===== src/rtl/lpf_pkg.sv =====
package lpf_pkg;
  typedef enum logic [1:0] {ST_IDLE, ST_ADV, ST_EMIT, ST_TOF} lpf_state_e;
  typedef enum logic [2:0] {K_DROP, K_LF, K_FF, K_CR, K_TAB, K_CHAR} lpf_kind_e;
  localparam logic [6:0] C_NUL   = 7'h00;
  localparam logic [6:0] C_TAB   = 7'h09;
  localparam logic [6:0] C_LF    = 7'h0A;
  localparam logic [6:0] C_FF    = 7'h0C;
  localparam logic [6:0] C_CR    = 7'h0D;
  localparam logic [6:0] C_SPACE = 7'h20;
endpackage


===== src/rtl/lpf_classify.sv =====
module lpf_classify
  import lpf_pkg::*;
#(
  parameter int COL_W     = 8,
  parameter int LINE_COLS = 132,
  parameter int TAB_WRAP  = 128,
  parameter int TAB_STOP  = 8,
  parameter int REP_W     = 4
) (
  input  logic [7:0]       code,
  input  logic [COL_W-1:0] col,
  output lpf_kind_e        kind,
  output logic             pre_adv,
  output logic [REP_W-1:0] rep,
  output logic [6:0]       glyph
);
  logic [6:0]       c7;
  logic [COL_W-1:0] col_mod;

  assign c7      = code[6:0];
  assign col_mod = col % COL_W'(TAB_STOP);

  always_comb begin
    kind    = K_CHAR;
    pre_adv = 1'b0;
    rep     = REP_W'(1);
    glyph   = c7;
    unique case (c7)
      C_NUL: kind = K_DROP;
      C_LF:  kind = K_LF;
      C_FF:  kind = K_FF;
      C_CR:  kind = K_CR;
      C_TAB: begin
        kind  = K_TAB;
        glyph = C_SPACE;
        if (col >= COL_W'(TAB_WRAP)) begin
          pre_adv = 1'b1;
          rep     = REP_W'(TAB_STOP);
        end else begin
          rep = REP_W'(TAB_STOP) - REP_W'(col_mod);
        end
      end
      default: begin
        if (c7 < C_SPACE) glyph = C_SPACE;
        pre_adv = (col >= COL_W'(LINE_COLS));
      end
    endcase
  end
endmodule


===== src/rtl/lpf_column.sv =====
module lpf_column #(
  parameter int COL_W = 8
) (
  input  logic             clk,
  input  logic             rst_n,
  input  logic             clr,
  input  logic             inc,
  output logic [COL_W-1:0] col
);
  logic [COL_W-1:0] col_q, col_d;
  logic             col_en;

  assign col_en = clr | inc;

  always_comb begin
    col_d = col_q;
    if (clr)      col_d = '0;
    else if (inc) col_d = col_q + COL_W'(1);
  end

  always_ff @(posedge clk or negedge rst_n) begin
    if (!rst_n)      col_q <= '0;
    else if (col_en) col_q <= col_d;
  end

  assign col = col_q;
endmodule


===== src/rtl/lpf_sequencer.sv =====
module lpf_sequencer
  import lpf_pkg::*;
#(
  parameter int REP_W = 4
) (
  input  logic             clk,
  input  logic             rst_n,
  input  logic             in_valid,
  output logic             in_ready,
  input  lpf_kind_e        kind,
  input  logic             pre_adv,
  input  logic [REP_W-1:0] rep,
  input  logic [6:0]       glyph,
  output logic             out_valid,
  input  logic             out_ready,
  output logic [6:0]       out_char,
  output logic             adv_valid,
  input  logic             adv_ready,
  output logic             tof_valid,
  input  logic             tof_ready,
  output logic             col_clr,
  output logic             col_inc
);
  lpf_state_e       state_q, state_d;
  logic [REP_W-1:0] rem_q, rem_d;
  logic [6:0]       char_q, char_d;
  logic             rem_en, char_en;

  always_comb begin
    state_d = state_q;
    rem_d   = rem_q;
    char_d  = char_q;
    rem_en  = 1'b0;
    char_en = 1'b0;
    col_clr = 1'b0;
    unique case (state_q)
      ST_IDLE: if (in_valid) begin
        char_d = glyph;
        rem_d  = rep;
        unique case (kind)
          K_LF: begin
            state_d = ST_ADV;
            rem_d   = '0;
            rem_en  = 1'b1;
          end
          K_FF: state_d = ST_TOF;
          K_CR: begin
            state_d = ST_EMIT;
            rem_en  = 1'b1;
            char_en = 1'b1;
            col_clr = 1'b1;
          end
          K_TAB, K_CHAR: begin
            state_d = pre_adv ? ST_ADV : ST_EMIT;
            rem_en  = 1'b1;
            char_en = 1'b1;
          end
          default: state_d = ST_IDLE;
        endcase
      end
      ST_ADV: if (adv_ready) begin
        col_clr = 1'b1;
        state_d = (rem_q != '0) ? ST_EMIT : ST_IDLE;
      end
      ST_EMIT: if (out_ready) begin
        rem_d  = rem_q - REP_W'(1);
        rem_en = 1'b1;
        if (rem_q == REP_W'(1)) state_d = ST_IDLE;
      end
      ST_TOF: if (tof_ready) state_d = ST_IDLE;
      default: state_d = ST_IDLE;
    endcase
  end

  always_ff @(posedge clk or negedge rst_n) begin
    if (!rst_n) begin
      state_q <= ST_IDLE;
      rem_q   <= '0;
      char_q  <= '0;
    end else begin
      state_q <= state_d;
      if (rem_en)  rem_q  <= rem_d;
      if (char_en) char_q <= char_d;
    end
  end

  assign in_ready  = (state_q == ST_IDLE);
  assign out_valid = (state_q == ST_EMIT);
  assign adv_valid = (state_q == ST_ADV);
  assign tof_valid = (state_q == ST_TOF);
  assign out_char  = char_q;
  assign col_inc   = out_valid & out_ready;
endmodule


===== src/rtl/prt_stream_fmt.sv =====
module prt_stream_fmt
  import lpf_pkg::*;
#(
  parameter int COL_W     = 8,
  parameter int LINE_COLS = 132,
  parameter int TAB_WRAP  = 128,
  parameter int TAB_STOP  = 8,
  parameter int ADV_W     = 4
) (
  input  logic             clk,
  input  logic             rst_n,
  input  logic             in_valid,
  output logic             in_ready,
  input  logic [7:0]       in_code,
  output logic             out_valid,
  input  logic             out_ready,
  output logic [6:0]       out_char,
  output logic             adv_valid,
  input  logic             adv_ready,
  output logic [ADV_W-1:0] adv_count,
  output logic             tof_valid,
  input  logic             tof_ready
);
  localparam int REP_W = $clog2(TAB_STOP + 1);

  logic [COL_W-1:0] col_q;
  lpf_kind_e        kind;
  logic             pre_adv;
  logic [REP_W-1:0] rep;
  logic [6:0]       glyph;
  logic             col_clr, col_inc;

  lpf_classify #(
    .COL_W(COL_W), .LINE_COLS(LINE_COLS), .TAB_WRAP(TAB_WRAP),
    .TAB_STOP(TAB_STOP), .REP_W(REP_W)
  ) u_classify (
    .code(in_code), .col(col_q), .kind(kind), .pre_adv(pre_adv),
    .rep(rep), .glyph(glyph)
  );

  lpf_sequencer #(.REP_W(REP_W)) u_seq (
    .clk(clk), .rst_n(rst_n), .in_valid(in_valid), .in_ready(in_ready),
    .kind(kind), .pre_adv(pre_adv), .rep(rep), .glyph(glyph),
    .out_valid(out_valid), .out_ready(out_ready), .out_char(out_char),
    .adv_valid(adv_valid), .adv_ready(adv_ready),
    .tof_valid(tof_valid), .tof_ready(tof_ready),
    .col_clr(col_clr), .col_inc(col_inc)
  );

  lpf_column #(.COL_W(COL_W)) u_col (
    .clk(clk), .rst_n(rst_n), .clr(col_clr), .inc(col_inc), .col(col_q)
  );

  assign adv_count = ADV_W'(1);
endmodule


===== config.mk =====
export PLATFORM = sky130hd
export DESIGN_NAME = prt_stream_fmt
export DESIGN_NICKNAME = d
export VERILOG_FILES = /design/src/rtl/lpf_pkg.sv /design/src/rtl/lpf_classify.sv /design/src/rtl/lpf_column.sv /design/src/rtl/lpf_sequencer.sv /design/src/rtl/prt_stream_fmt.sv
export SDC_FILE = /design/constraint.sdc
export NUM_CORES = 1
export LEC_CHECK = 0
export ABC_CLOCK_PERIOD_IN_PS = 1700
export BUFFER_PORTS_ARGS = -buffer_cell sky130_fd_sc_hd__clkbuf_2
export CAP_MARGIN = 20
export CORE_MARGIN = 2
export CORE_UTILIZATION = 49
export DETAILED_ROUTE_END_ITERATION = 6
export PLACE_DENSITY = 0.75
export SYNTH_ARGS = -nofsm -noshare
export SYNTH_HDL_FRONTEND = slang
export SYNTH_HIERARCHICAL = 1
export SYNTH_SLANG_ARGS = --single-unit

===== constraint.sdc =====
create_clock -name clk -period 1.7 [get_ports clk]
set_input_delay 0.255 -clock clk [delete_from_list [all_inputs] [get_ports clk]]
set_output_delay 0.255 -clock clk [all_outputs]
set_load 0.02 [all_outputs]

Word level (Yosys, flattened, before mapping)
Cells that the tools add are included.
W data, S select, Z words.
- $add $sub $neg: 3
- eq/ne operators: 18
- bitwise gates (word level): 2
- mux-type cells: 33
- reduce and logical (&&, ||, !) cells: 13
- order comparisons: 3
- operators by type and width (kind ; count):
    $eq A7 B4 Y1 const B ; 4
    $mux W4 ; 5
    $ge A8 B8 Y1 const B ; 2
    $mux W8 ; 2
    $pmux W2 S4 ; 2
    $pmux W3 S5 ; 1
    $mux W2 ; 7
    $pmux W7 S2 ; 1
    $mux W1 ; 10
    $add A8 B1 Y8 const B ; 1
    $pmux W4 S2 ; 1
    $reduce_or A4 Y1 ; 2
    $logic_not A7 Y1 ; 1
    $lt A7 B6 Y1 const B ; 1
    $mux W7 ; 1
    $eq A3 B2 Y1 const B ; 2
    $eq A3 B3 Y1 const B ; 2
    $ne A2 B2 Y1 const B ; 3
    $pmux W1 S2 ; 3
    $reduce_and A5 Y1 ; 1
    $eq A2 B2 Y1 const B ; 2
    $eq A4 B1 Y1 const B ; 1
    $ne A2 B1 Y1 const B ; 2
    $reduce_and A4 Y1 ; 1
    other kinds (13) ; 14
- flip-flop bits (word level): 21
- output and inout port bits: 15

Depth between registers and ports, before layout
- word-level depth: 8
- depth in mapped cells: 10
- mapped depth without buffers: 9

Modules after synthesis
The synthesis kept the hierarchy.
- modules (own cells, without submodules) (module ; times used ; area each (um^2) ; cells an instance):
    lpf_sequencer ; 1 ; 803.3 ; 83
    lpf_column ; 1 ; 389.1 ; 37
    lpf_classify ; 1 ; 257.7 ; 35
    prt_stream_fmt ; 1 ; 37.5 ; 6

Worst setup path after synthesis
Ideal clock, no wire load.
- kind: input-to-reg
- from: in in_code[1]
- to: reg u_col.col_q[7] (netlist: u_col/col[7])
- required time: 1623 ps
- path slack: -607 ps
- data arrival time: 2230 ps
- stages: 9
- setup time: 77 ps
- path through: nor4_1 o311ai_2 nor2b_1 nand4b_1 a21oi_1 buf_2 o211ai_4 or4_1 a21oi_1
- word-level cells in the longest chain between the ends: 8
- ends and longest elaborated chain (element ; line ; RTL):
    from (decl) ; prt_stream_fmt.sv:14 ; input logic [7:0] in_code,
    $eq A7 B4 Y1 or $logic_not A7 Y1 (tied branches) ; lpf_classify.sv:28 ; unique case (c7)
    $pmux W3 S5 (*) ; lpf_classify.sv:28 ;
    named net kind[2] ; prt_stream_fmt.sv:27 ; lpf_kind_e kind;
    $eq A3 B2 Y1 (*) ; lpf_sequencer.sv:40 ; unique case (kind)
    $mux W1 (*) ; lpf_sequencer.sv:40 ;
    $mux W1 (*) ; lpf_sequencer.sv:37 ; ST_IDLE: if (in_valid) begin
    $pmux W1 S2 (*) ; lpf_sequencer.sv:36 ; unique case (state_q)
    named net col_clr ; prt_stream_fmt.sv:31 ; logic col_clr, col_inc;
    $reduce_bool A2 Y1 (no source line) or $or A1 B1 Y1 (tied branches) ; n/a ;
    $reduce_and A2 Y1 (no source line) ; n/a ;
    to (signal assigned) ; lpf_column.sv:23 ; else if (col_en) col_q <= col_d;
    to (decl) ; lpf_column.sv:10 ; logic [COL_W-1:0] col_q, col_d;
Mark *: on every way through the listed nets, which the timed path passes. The rest lies on a longest branch.
A chain may end at the register's enable or synchronous reset.

Worst setup path after layout
- from: in in_code[3]
- to: reg u_col.col_q[7] (netlist: u_col/col[7])
The elaborated chain is that of the path after synthesis.

==> results.ini <==
[power]
ir_worst_vdd_v=0.00103
clockPowerShare_pct=9.5
power_frac_comb_pct=54.6
fin_total_pwr_uw=2590
p_int_uw=1510
power.density_mw_per_mm2=1260
total_leakage_power_uw=0.000971
p_sw_share_pct=41.9
pwr-share-seq_pct=35.9
switchingPower_uw=1080

[detailed_routing]
drtAntennaViolNets=0
drt_wl_total_mm=3.83
drc=0
drtIter0Drc=63
vias_per_cell=5.85
firstDrtPassIters=4
wl_per_cell_um=15.6
via_count=1438

[global_routing]
grt_use_met1_pct=28.5
met3_usage_pct=3.71
antenna_found_initial=0
grt.busiest_layer=met2
use_met2_pct=42.9
grt_pass1_vias=1495
grt_usage_pct=23.8
grt_max_degree=22
gr-total-overflow=0
grt_pass1_wl_mm=6.39

[synthesis]
ys_warn_count=6
ys.flop_type=dfrtp_1
synth-async-reset-ratio_pct=100
synth_cell_types=50
synth_area_per_cell_um2=9.24
yosys-top-cells-area=dfrtp_1 35%, mux2_2 6.1%, ha_1 4.2%
synthMostInstantiatedCell=dfrtp_1
ys_ff_latch=21
synth-edff-count=0
synth_top_area_share_pct=35.3
synth_common_cells=21 x dfrtp_1, 14 x nor2_1, 13 x nand2_1
synth_area_leader_cell=dfrtp_1
synth-seq-area-share_pct=35.3
synthesis.area_mm2=0.00149
synthCells=161

[worst_hold_path]
hold_path_class=input pin to register
hold_path_end=u_seq/state_q[0]
hold_start=tof_ready
min_path_cells=4

[timing]
fmax_mhz=543
fin_ws_ns=-0.142
fin_crit_ns=1.84
period_share_pct=108
final-hold-violation-count=0
slew_headroom_pct=65.0
hold_ws_ns=0.257
setup-tns-final_ns=-0.369
finalClockSkew_ns=0.00655
grt_setup_unrepaired=yes
drv_slew=0
setup_viol=11
tightest_slew_ns=0.524

[cells_and_area]
multi_input_area_mm2=0.00100
area_growth_pct=38.4
seqCellArea_um2=526
nFillCells=201
fin_nets=235
antenna_cells=0
stdcell_count=246
drive_above_1_share_pct=45.1

[clock_network]
cts.sinks=21
cts_buffers=3
cts_tree=done
ctsRootBufferMaster=clkbuf_4
cts-htree-levels=1
clk_path_buf_depth=2
clk_pin_slew_worst_paths_ns=0.13
clock_latency_ns=0.31

[worst_setup_path]
cp_data_arrival_time_ns=2.09
critPathMaxFanout=7
crit_slowest_cell=or4_4
end_kind=register
path_common_cell=a21oi_2
cpLargestDelayFamily=simple AND/OR/NAND/NOR gates
rr_startpoint=u_col/col[5]
r2r-end=u_seq/state_q[1]
worstPathRequired_ns=1.95
rrSetupSlack_ns=-0.06
worstSetupPathType=input pin to register
reg2reg_depth=5
cp_num_buf_inv=2
max_stage_delay_ns=0.43
start_kind=input pin
path_cells=clkbuf_8, nor2b_1, mux2_2, nand2_2, nor2b_4, nand4b_1, a21oi_2, buf_4, o211ai_4, or4_4, a21oi_2

[floorplan]
core.rowCount=19
start_util_pct=52.6
die_w_um=59.1
top_level_ports=29
core_area_mm2=0.00283
die-area_mm2=0.00349
die_h_um=59.1

[job]
drv_cap=0

[status]
violations=setup timing
status=finished with violations

[place]
io_buffers=23
place.gp.congestion=0.889
dpl_worst_slack_ns=-0.522
hpwl_mm=2.78
dp_cells=236

[worst max path at each step]
stage / endpoint / depth (start not counted) / from / slack, ns
6_report: u_col/col[7] / 11 / in_code[3] / -0.14
3_3_place_gp: u_col/col[7] / 10 / in_code[3] / -0.43
4_1_cts: u_col/col[7] / 10 / in_code[0] / -0.10
5_1_grt: u_col/col[7] / 10 / in_code[0] / -0.19
3_5_place_dp: u_col/col[7] / 10 / in_code[2] / -0.52
2_1_floorplan: u_col/col[7] / 9 / in_code[2] / -0.30
[flip-flops by register name, summed over array words and instances (netlist names)]
name	count
u_seq/rem_q	4
u_seq/out_char	7
u_col/col	8
u_seq/state_q	2
[final cells by class]
class	instances	share of cell area, %
well taps	31	1.88
flip-flops and latches	21	25.5
repair buffers	58	21.4
multi-input cells	125	48.6
clock inverters	1	0.243
clock buffers	3	1.09
inverters	7	1.28
[cell usage in the layout (no fill, tap or decap), types with 3 or more instances in the layout]
cell type | synthesis | routed
nor3_1 | 7 | 7
a21boi_1 | 3 | 3
o21ai_1 | 0 | 3
conb_1 | 2 | 4
o21ai_0 | 7 | 4
ha_1 | 5 | 5
nand2_1 | 13 | 11
a21oi_2 | 1 | 4
inv_1 | 7 | 7
nor2_1 | 14 | 13
dfrtp_1 | 21 | 21
a21oi_1 | 9 | 6
mux2_4 | 0 | 8
nand3_1 | 4 | 4
buf_4 | 4 | 32
clkbuf_4 | 0 | 3
nor2b_1 | 4 | 3
xor2_1 | 4 | 4
clkbuf_2 | 0 | 19
[power by group through the flow]
stage / Sequential (µW) / Clock, µW / Combinational (µW)
after floorplan: 991 / 0 / 835
after global placement: 921 / 0 / 1300
after detailed placement: 940 / 0 / 1350
after CTS: 927 / 256 / 1400
after global routing: 961 / 283 / 1560
final: 929 / 247 / 1410
[worst reg2reg max path, stage by stage (launching register included)]
cell and delay (ns):
dfrtp_1 0.40, or4_1 0.54, o311a_1 0.33, o21ai_1 0.15, a22o_1 0.15, mux2_4 0.13
[timing repair]
action                                  CTS  global route
cloned                                    0             0
pin swaps                                 7             8
endpoints found under the setup margin   11            16
resized for setup                        15            18
hold buffers                              1             0
setup buffers                             3             2
hold endpoints to repair                 21             0
[routing by layer]
metal	wire length, µm	part of all wire [%]
met1	1600	42
met4	97	2.5
met5	0	0
met2	1970	51
met3	162	4.2
[logic make-up (layout without fill, tap and decap cells)]
family	count (synthesis)	count (layout)	share of synthesized area, %
buf+inv	17	69	6.06
mux	11	11	8.16
flops	21	21	35.3
simple gates	63	63	23.3
other cells	2	4	0.505
fa+ha+maj	5	5	4.21
xor+xnor	6	6	3.53
compound gates	36	36	18.9
[metrics by stage]
stage                     instance area (µm²)  utilization (%)
after CTS                                1990             70.3
after global routing                     2060             72.8
after floorplan                          1570                -
final                                    2060             72.8
after detailed placement                 1880             66.4
after global placement                   1880             66.4
Power figures use the tool's default switching activity.
